`src/rtl/sport_irq_gen.sv`:
```
module sport_irq_gen (
  input  logic       clk,
  input  logic       rst_n,
  input  logic       soft_rst,
  input  logic       en_we,
  input  logic [3:0] en_wdata,
  input  logic       tdre,
  input  logic       rdrf,
  input  logic       perr,
  input  logic       ferr,
  input  logic       ovrn,
  input  logic       idle_flag,
  input  logic       char_done,
  input  logic       idle_ack,
  output logic       irq_tx,
  output logic       irq_rx,
  output logic       irq_rxerr,
  output logic       irq_idle,
  output logic       idle_stat
);

  logic [3:0] en_q;
  logic       armed_q;
  logic       any_err;
  logic       err_hit;

  assign any_err   = perr | ferr | ovrn;
  assign err_hit   = en_q[2] & any_err;
  assign idle_stat = idle_flag;

  always_ff @(posedge clk or negedge rst_n) begin
    if (!rst_n)        en_q <= '0;
    else if (soft_rst) en_q <= '0;
    else if (en_we)    en_q <= en_wdata;
  end

  always_ff @(posedge clk or negedge rst_n) begin
    if (!rst_n)         armed_q <= 1'b1;
    else if (char_done) armed_q <= 1'b1;
    else if (idle_ack)  armed_q <= 1'b0;
  end

  always_ff @(posedge clk or negedge rst_n) begin
    if (!rst_n) begin
      irq_tx    <= 1'b0;
      irq_rx    <= 1'b0;
      irq_rxerr <= 1'b0;
      irq_idle  <= 1'b0;
    end else begin
      irq_tx    <= en_q[0] & tdre;
      irq_rx    <= en_q[1] & rdrf & ~err_hit;
      irq_rxerr <= err_hit;
      irq_idle  <= ~idle_ack & armed_q & en_q[3] & idle_flag;
    end
  end

endmodule

```
`config.mk`:
```
export PLATFORM = sky130hd
export DESIGN_NAME = sport_irq_gen
export DESIGN_NICKNAME = d
export VERILOG_FILES = /design/src/rtl/sport_irq_gen.sv
export SDC_FILE = /design/constraint.sdc
export NUM_CORES = 1
export LEC_CHECK = 0
export BUFFER_PORTS_ARGS = -buffer_cell sky130_fd_sc_hd__buf_2
export CAP_MARGIN = 20
export CORE_AREA = 4 4 41 43
export CTS_BUF_LIST = sky130_fd_sc_hd__clkbuf_4 sky130_fd_sc_hd__clkbuf_8
export CTS_CLUSTER_DIAMETER = 60
export DETAILED_ROUTE_END_ITERATION = 16
export DIE_AREA = 0 0 45 47
export GPL_ROUTABILITY_DRIVEN = 0
export SYNTH_ARGS = -nofsm -noshare
export SYNTH_HDL_FRONTEND = slang
export SYNTH_SLANG_ARGS = --single-unit
```
`constraint.sdc`:
```
create_clock -name clk -period 1.37 [get_ports clk]
set_clock_uncertainty 0.2 [all_clocks]
set_input_delay 0.274 -clock clk [delete_from_list [all_inputs] [get_ports clk]]
set_output_delay 0.274 -clock clk [all_outputs]
set_load 0.02 [all_outputs]
```
## Yosys cells after proc, flatten, opt, wreduce, memory -nomap -nowiden

Index checks and enable logic that the tools add are counted.

- Mux-type cells: 4
- Bitwise operators: 11
- Reductions and logical operators: 2

Operators with widths:

| kind | number |
|---|---|
| $mux 4 | 2 |
| $and 1x1->1 | 7 |
| $reduce_bool 2->1 | 2 |
| $mux 1 | 2 |
| $not 1->1 | 2 |
| $or 1x1->1 | 2 |

- Register bits after elaboration: 9
- Input port bits: 16
- Output and inout port bits: 5
- Word-level logic and storage cells: 23

## Longest topological paths before layout

Gate-level depths: netlist of run 1.

- Word-level depth: 5
- Gate-level depth with buffers: 3
- Mapped depth without buffers: 2

## Worst setup path before layout of run 1

No wires, ideal clock.

- Kind: input-to-reg
- Start: in en_we
- End: reg en_q[0]
- Setup time: 0.118 ns
- Arrival time: 0.640 ns
- Data required time: 1.052 ns
- Setup slack: 0.412 ns
- Stages: 3
- Buffers on the path: 1
- Cells stage by stage: clkbuf_2 mux2i_1 nor2_1

- Cells in the longest elaborated chain, start to end: 1

Ends and longest elaborated chain:

| element | RTL line | source |
|---|---|---|
| from (decl) | 5 | `input logic en_we,` |
| $reduce_bool 2->1 (no line) | - |  |
| to (signal assigned) | 34 | `else if (en_we) en_q <= en_wdata;` |
| to (decl) | 22 | `logic [3:0] en_q;` |

No other way between the ends.
A chain may end at the register's enable or synchronous reset.

## Worst setup path in the final report of run 1

- Start: reg irq_tx
- End: out irq_tx

RTL lines:

| element | RTL line | source |
|---|---|---|
| from (decl) | 15 | `output logic irq_tx,` |
| from (signal assigned) | 50 | `irq_tx <= en_q[0] & tdre;` |

No word-level cell between the ends.

==> key figures, run 1 <==
Outcome
  • Status: complete, no violations

Power and ir drop
  • Internal power: 0.4451 mW
  • Static Leak: 0.2833 nW
  • Pwr dens: 1152 nW/um^2
  • Sw power: 0.1227 mW
  • Share of total power in the clock network: 0.385
  • Comb pwr share: 0.112
  • Seq pwr share: 0.502
  • Worst VDD drop: 0.7236 mV
  • Sw Ratio: 0.2161

Worst setup path
  • CP Launch Type: register
  • Buf+Inv Stages, Crit Path: 1
  • Worst EP required: approximately 0.9 ns
  • Crit-path max cell delay: about 0.36 ns
  • Worst path slowest cell: dfrtp_1
  • CP Max Fanout: 1
  • Critical Path End Type: primary output
  • Crit path DAT: approximately 0.77 ns
  • Setup CP Type: reg -> out
  • CP cell instances: buf_2
  • Cell family with most CP delay: flip-flops

Finish
  • Final nets: 67
  • Layout Cells excl Fill: 65
  • Most frequent cells in the layout: 20 x buf_2, 8 x dfrtp_1, 5 x nor2_1, 4 x mux2i_1, 4 x clkbuf_4
  • Commonest non-fill, non-tap cell in the layout: buf_2
  • Area Overhead vs Synth: 46.47%
  • Diodes inserted: 0
  • Fillcell total: ~140
  • Layout cells sized above 1: 0.5000

CTS
  • Cts bufs inserted: 3
  • Clock sink count: 9
  • Worst skew pair latency: 0.25 ns
  • Clock transition at path regs: 0.06 ns
  • CTS root buf: clkbuf_4
  • Htree depth: 1
  • Post_cts resized: 0
  • Max clock buf depth: 2
  • TritonCTS clock tree: done

Floorplan
  • Starting Density: 0.2587
  • Die area: 2115 sq um
  • # IOs: 21
  • Chip Width: 45 microns
  • Core area: ~1300 sq um
  • Rows: 13
  • Die Span Y: between 40 and 50 microns

Logic synthesis
  • Synth Instances: 26
  • Sequential share of the synthesized area: 0.6729
  • Warnings, synthesis: 0
  • Mapped Nets: 42
  • #FFs+latches synth: 9
  • Avg Synthesized Cell Area: 12.95 sq um
  • Post-Syn Area: approximately 340 sq um
  • Unique cell type count in the Yosys netlist: 12

STA
  • Total negative setup slack: 0 ns
  • Slew @ Worst Pin: between 0.2 and 0.25 ns
  • Minimum clock period after layout: 1.240 ns
  • RSZ-0062 raised after global routing: false
  • Achievable frequency: 806.2 MHz
  • Slew HR: 0.8649
  • Final Hold Fails: 0
  • Setup violators final: 0
  • Final Cycle Share: 0.9054
  • Slew Limit Fails: 0

Job
  • Number of max-cap violations: 0

Detailed routing
  • DR vias: around 270
  • DR iter-0 viols: 0
  • Via density: 4.108
  • DRT Pass-1 Iters: 1
  • Routed WL: 653 microns
  • Post-DR wirelength/cell: roughly 10 microns
  • Final ANT Viol Nets: 0
  • DRC: 0

Global route
  • GRT Overall Usage: 0.07981
  • Grt ovf: 0
  • Largest net degree at the start of global routing: 10
  • First-pass GRT wire length: 1117 microns
  • Vias in the first global route: 291
  • Antenna violations before repair: 0

Placed design
  • Cells after DPL: 59
  • Post-DP HPWL: 512.5 microns
  • PortBufs: 20

Hold path
  • Worst Hold Class: in -> reg
==> area by class of cell <==
cell class	count	area (sq um)	share of cell area
Timing Repair Buffer	22	120.1	0.2437
Tap cell	15	18.77	0.03807
Sequential cell	9	226.5	0.4594
Multi-Input combinational cell	14	93.84	0.1904
Inverter	1	3.754	0.007614
Clock buffer	4	30.03	0.06091
==> cells by family (layout without fill, tap and decap cells) <==
logic type / after synthesis / after routing / share of synthesized area
AO/OA/AOI/OAI: 2 / 2 / 0.04834
buffers and inverters: 3 / 27 / 0.04831
flip-flops: 9 / 9 / 0.6729
multiplexers: 4 / 4 / 0.1190
AND/OR/NAND/NOR: 8 / 8 / 0.1115
==> timing repair <==
item / in CTS / in global routing
hold buffers: 2 / 0
buffers inserted: 0 / 0
endpoints found under the hold margin: 10 / 0
==> final timing paths <==
path,startpoint,endpoint,slack (ns),cells past startpoint
max in group asynchronous,rst_n,armed_q,0.52,2
min in group asynchronous,rst_n,en_q[2],0.20,2
worst min register to register,en_q[1],irq_rx,0.30,2
worst min-delay path,soft_rst,en_q[2],0.01,2
worst max-delay path,irq_tx,irq_tx,0.13,1
worst max register to register,armed_q,irq_idle,0.44,1
==> sequential cells by signal, summed over array words and instances, names as in the netlist <==
name and flops:
irq_tx 1, armed_q 1, en_q 4, irq_idle 1, irq_rxerr 1, irq_rx 1
==> routing by layer <==
metal  vias to the layer above  track usage  routed length [microns]  part of all wire
li1                        135            -                        -                 -
met1                       121      0.08197                      256              0.39
met2                        11       0.1158                      327              0.50
met3                         0      0.05747                       69              0.11
met4                         0      0.05263                        0                 0
met5                         -            0                        0                 0
==> cell usage after synthesis (all sizes together) <==
cell | count | share of area
clkbuf | 1 | 0.015
buf | 1 | 0.022
nor2 | 5 | 0.056
o31a | 1 | 0.026
and4 | 1 | 0.026
a21o | 1 | 0.022
mux2i | 4 | 0.12
dfrtp | 8 | 0.59
nand2 | 1 | 0.011
inv | 1 | 0.011
dfstp | 1 | 0.078
and2 | 1 | 0.019
==> through the flow <==
step / worst slack, ns / total power, mW / instance area, sq um / hold WS, ns / util
2_1_floorplan: 0.4120 / 0.3181 / 336.6 / -0.2216 / -
3_3_place_gp: 0.3401 / 0.3499 / 442.9 / -0.06707 / 0.3404
3_5_place_dp: 0.3367 / 0.3506 / 442.9 / -0.06604 / 0.3404
4_1_cts: 0.1173 / 0.5814 / 493.0 / 0.008855 / 0.3788
5_1_grt: 0.08285 / 0.6098 / 493.0 / 0.007013 / 0.3788
6_report: 0.1296 / 0.5679 / 493.0 / 0.01322 / 0.3788
==> power by group through the flow <==
stage / clock, mW / combinational (mW) / sequential (mW)
finish: 0.219 / 0.0637 / 0.285
CTS: 0.231 / 0.0650 / 0.285
detailed placement: 0 / 0.0604 / 0.290
floorplan: 0 / 0.0234 / 0.295
global placement: 0 / 0.0599 / 0.290
global route: 0.252 / 0.0718 / 0.286
(Power assumes the default switching activity.)
==> inputs of run 2 (changes only) <==
--- a/config.mk
+++ b/config.mk
@@ -5,6 +5,7 @@
 export SDC_FILE = /design/constraint.sdc
 export NUM_CORES = 1
 export LEC_CHECK = 0
+export ABC_AREA = 1
 export BUFFER_PORTS_ARGS = -buffer_cell sky130_fd_sc_hd__buf_2
 export CAP_MARGIN = 20
 export CORE_AREA = 4 4 41 43
==> key figures, run 2 <==
Global route
  • Grt ovf: 0
  • First-pass GRT wire length: about 1000 microns
  • GRT Overall Usage: 0.06736
  • Largest net degree at the start of global routing: 10
  • Vias in the first global route: 261
  • Antenna violations before repair: 0

Hold path
  • Worst Hold Class: in -> reg

STA
  • Final Cycle Share: 0.9023
  • RSZ-0062 raised after global routing: false
  • Slew @ Worst Pin: 0.1996 ns
  • Final Hold Fails: 0
  • Setup violators final: 0
  • Slew Limit Fails: 0
  • Slew HR: 0.8669
  • Total negative setup slack: 0 ns
  • Minimum clock period after layout: 1.236 ns
  • Achievable frequency: 809.0 MHz
  • Min Hold Slack: roughly 0.019 ns
  • Post-route setup slack: 0.1338 ns

CTS
  • Clock transition at path regs: roughly 0.060 ns
  • CTS root buf: clkbuf_4
  • Post-CTS setup buffer count: 0
  • Worst skew pair latency: between 0.2 and 0.3 ns
  • TritonCTS clock tree: done
  • Cts bufs inserted: 3
  • Clock sink count: 9
  • Post_cts resized: 0
  • Hold buffers post-CTS: 2
  • Max clock buf depth: 2
  • Htree depth: 1

Finish
  • Util after Layout: 0.3942
  • Final nets: 80
  • Diodes inserted: 0
  • Layout cells sized above 1: 0.4127
  • Most frequent cells in the layout: 20 x buf_2, 14 x nand2_1, 8 x dfrtp_1, 5 x inv_1
  • Commonest non-fill, non-tap cell in the layout: buf_2
  • Post-route cell area: 513.0 sq um
  • Register with the most flip-flops: en_q
  • Area Overhead vs Synth: 45.91%
  • Max reg flops: 4
  • Layout Cells excl Fill: 78

Floorplan
  • Starting Density: 0.2702
  • Chip Width: 45 microns
  • Die area: roughly 2100 sq um
  • Core area: roughly 1300 sq um
  • Die Span Y: 47 microns
  • Rows: 13
  • # IOs: 21

Worst setup path
  • CP Launch Type: register
  • Worst EP required: 0.90 ns
  • Buf+Inv Stages, Crit Path: 1
  • CP cell instances: buf_2
  • Crit-path max cell delay: 0.36 ns
  • Cell family with most CP delay: flip-flops
  • Critical Path End Type: primary output
  • Worst path slowest cell: dfrtp_1
  • Setup CP Type: reg -> out
  • Crit path DAT: 0.76 ns
  • CP Max Fanout: 1

Power and ir drop
  • Internal power: 0.4423 mW
  • Sw Ratio: 0.2179
  • Worst VDD drop: 0.3852 mV
  • Seq pwr share: 0.504
  • Pwr dens: ~1100 nW/um^2
  • Share of total power in the clock network: 0.382
  • Static Leak: ~0.31 nW
  • Comb pwr share: 0.114
  • Design Power: 0.5655 mW
  • Sw power: 0.1232 mW

Detailed routing
  • DR iter-0 viols: 1
  • Routed WL: 651 microns
  • DRC: 0
  • Final ANT Viol Nets: 0
  • Post-DR wirelength/cell: 8.346 microns
  • DR vias: 310
  • DRT Pass-1 Iters: 4
  • Via density: 3.974

Logic synthesis
  • Mux cell area share after synthesis: 0
  • #FFs+latches synth: 9
  • Number of synthesized flops with an enable pin: 0
  • Sequential share of the synthesized area: 0.6441
  • Synth Area in XOR/XNOR: 0
  • Simple-gate share of the synthesized area: 0.2456
  • Top-count cell post-synth: nand2_1
  • Largest family of logic cells by synthesized area: simple AND/OR/NAND/NOR gates
  • Top cell type's share of synthesized area: 0.5694
  • Top cell type by total area after synthesis: dfrtp_1
  • Top post-synthesis cells by area: dfrtp_1 57%, nand2_1 15%, dfstp_2 7.5%
  • Ys async rst share: 1.000
  • Warnings, synthesis: 0
  • Most common flop cell mapped by yosys: dfrtp_1
  • Avg Synthesized Cell Area: slightly above 9 sq um
  • Synth Instances: 38
  • Adder-Cell Fraction of Synth Area: 0
  • Post-Syn Area: 351.6 sq um
  • Mapped Nets: 54
  • Synth Area in Compound Gates: 0.03559
  • Unique cell type count in the Yosys netlist: 10
  • Commonest cells post-synth: 14 x nand2_1, 8 x dfrtp_1, 5 x inv_1, 4 x nand3_1, 2 x nor2_1

Placed design
  • PortBufs: 20
  • Post-DP HPWL: 547.8 microns
  • Placed Area: roughly 460 sq um
  • DP Worst Slack: 0.3712 ns
  • Cells after DPL: 72

Outcome
  • Status: complete, no violations

Job
  • Number of max-cap violations: 0
## run 2: cell types whose count changed in the layout (fill, tap and decap cells not counted)
cell,change
mux2i_1,-4
inv_1,+4
and2_1,-1
nor2_1,-3
nor2_2,+1
a21o_1,-1
and4_1,-1
a21boi_0,+1
o31a_1,-1
nand2_1,+13
a21oi_1,+1
nand3_1,+4
## run 2: cell type report
type	instances	area [sq um]
well taps	15	18.77
clock buffers	4	30.03
fillers	148	788.3
repair buffers	22	120.1
flip-flops and latches	9	226.5
inverters	5	18.77
multi-input cells	23	98.84
## run 2: final timing paths
check                      slack [ns]       from  cells after the start         to
setup / recovery                 0.13  irq_rxerr                      1  irq_rxerr
hold / removal                   0.02       tdre                      3     irq_tx
setup reg to reg                 0.45    armed_q                      2   irq_idle
hold reg to reg                  0.27    en_q[1]                      2    en_q[1]
max in group asynchronous        0.54      rst_n                      2    armed_q
min in group asynchronous        0.19      rst_n                      2    en_q[3]
## run 2: logic make-up (layout without fill, tap and decap cells)
kind of cell / after synthesis / count (layout)
AND/OR/NAND/NOR: 21 / 21
buffers and inverters: 6 / 31
flip-flops: 9 / 9
AO/OA/AOI/OAI: 2 / 2
## run 2: worst reg2reg max path, stage by stage (launching register included)
cell	delay, ns
dfstp_2	0.51
nand2_1	0.06
nor2_1	0.08
## run 2: power by group through the flow
stage / logic (mW) / registers [mW] / clock network, mW
final: 0.0644 / 0.285 / 0.216
after detailed placement: 0.0615 / 0.290 / 0
after floorplan: 0.0216 / 0.295 / 0
after global placement: 0.0603 / 0.290 / 0
after global routing: 0.0721 / 0.286 / 0.235
after CTS: 0.0659 / 0.285 / 0.223
## run 2: layer usage
layer	up-vias	track usage	wire length, microns
met4	0	0.03509	0
li1	167	-	-
met1	129	0.08314	278
met5	-	0	0
met2	14	0.09605	287
met3	0	0.03448	84
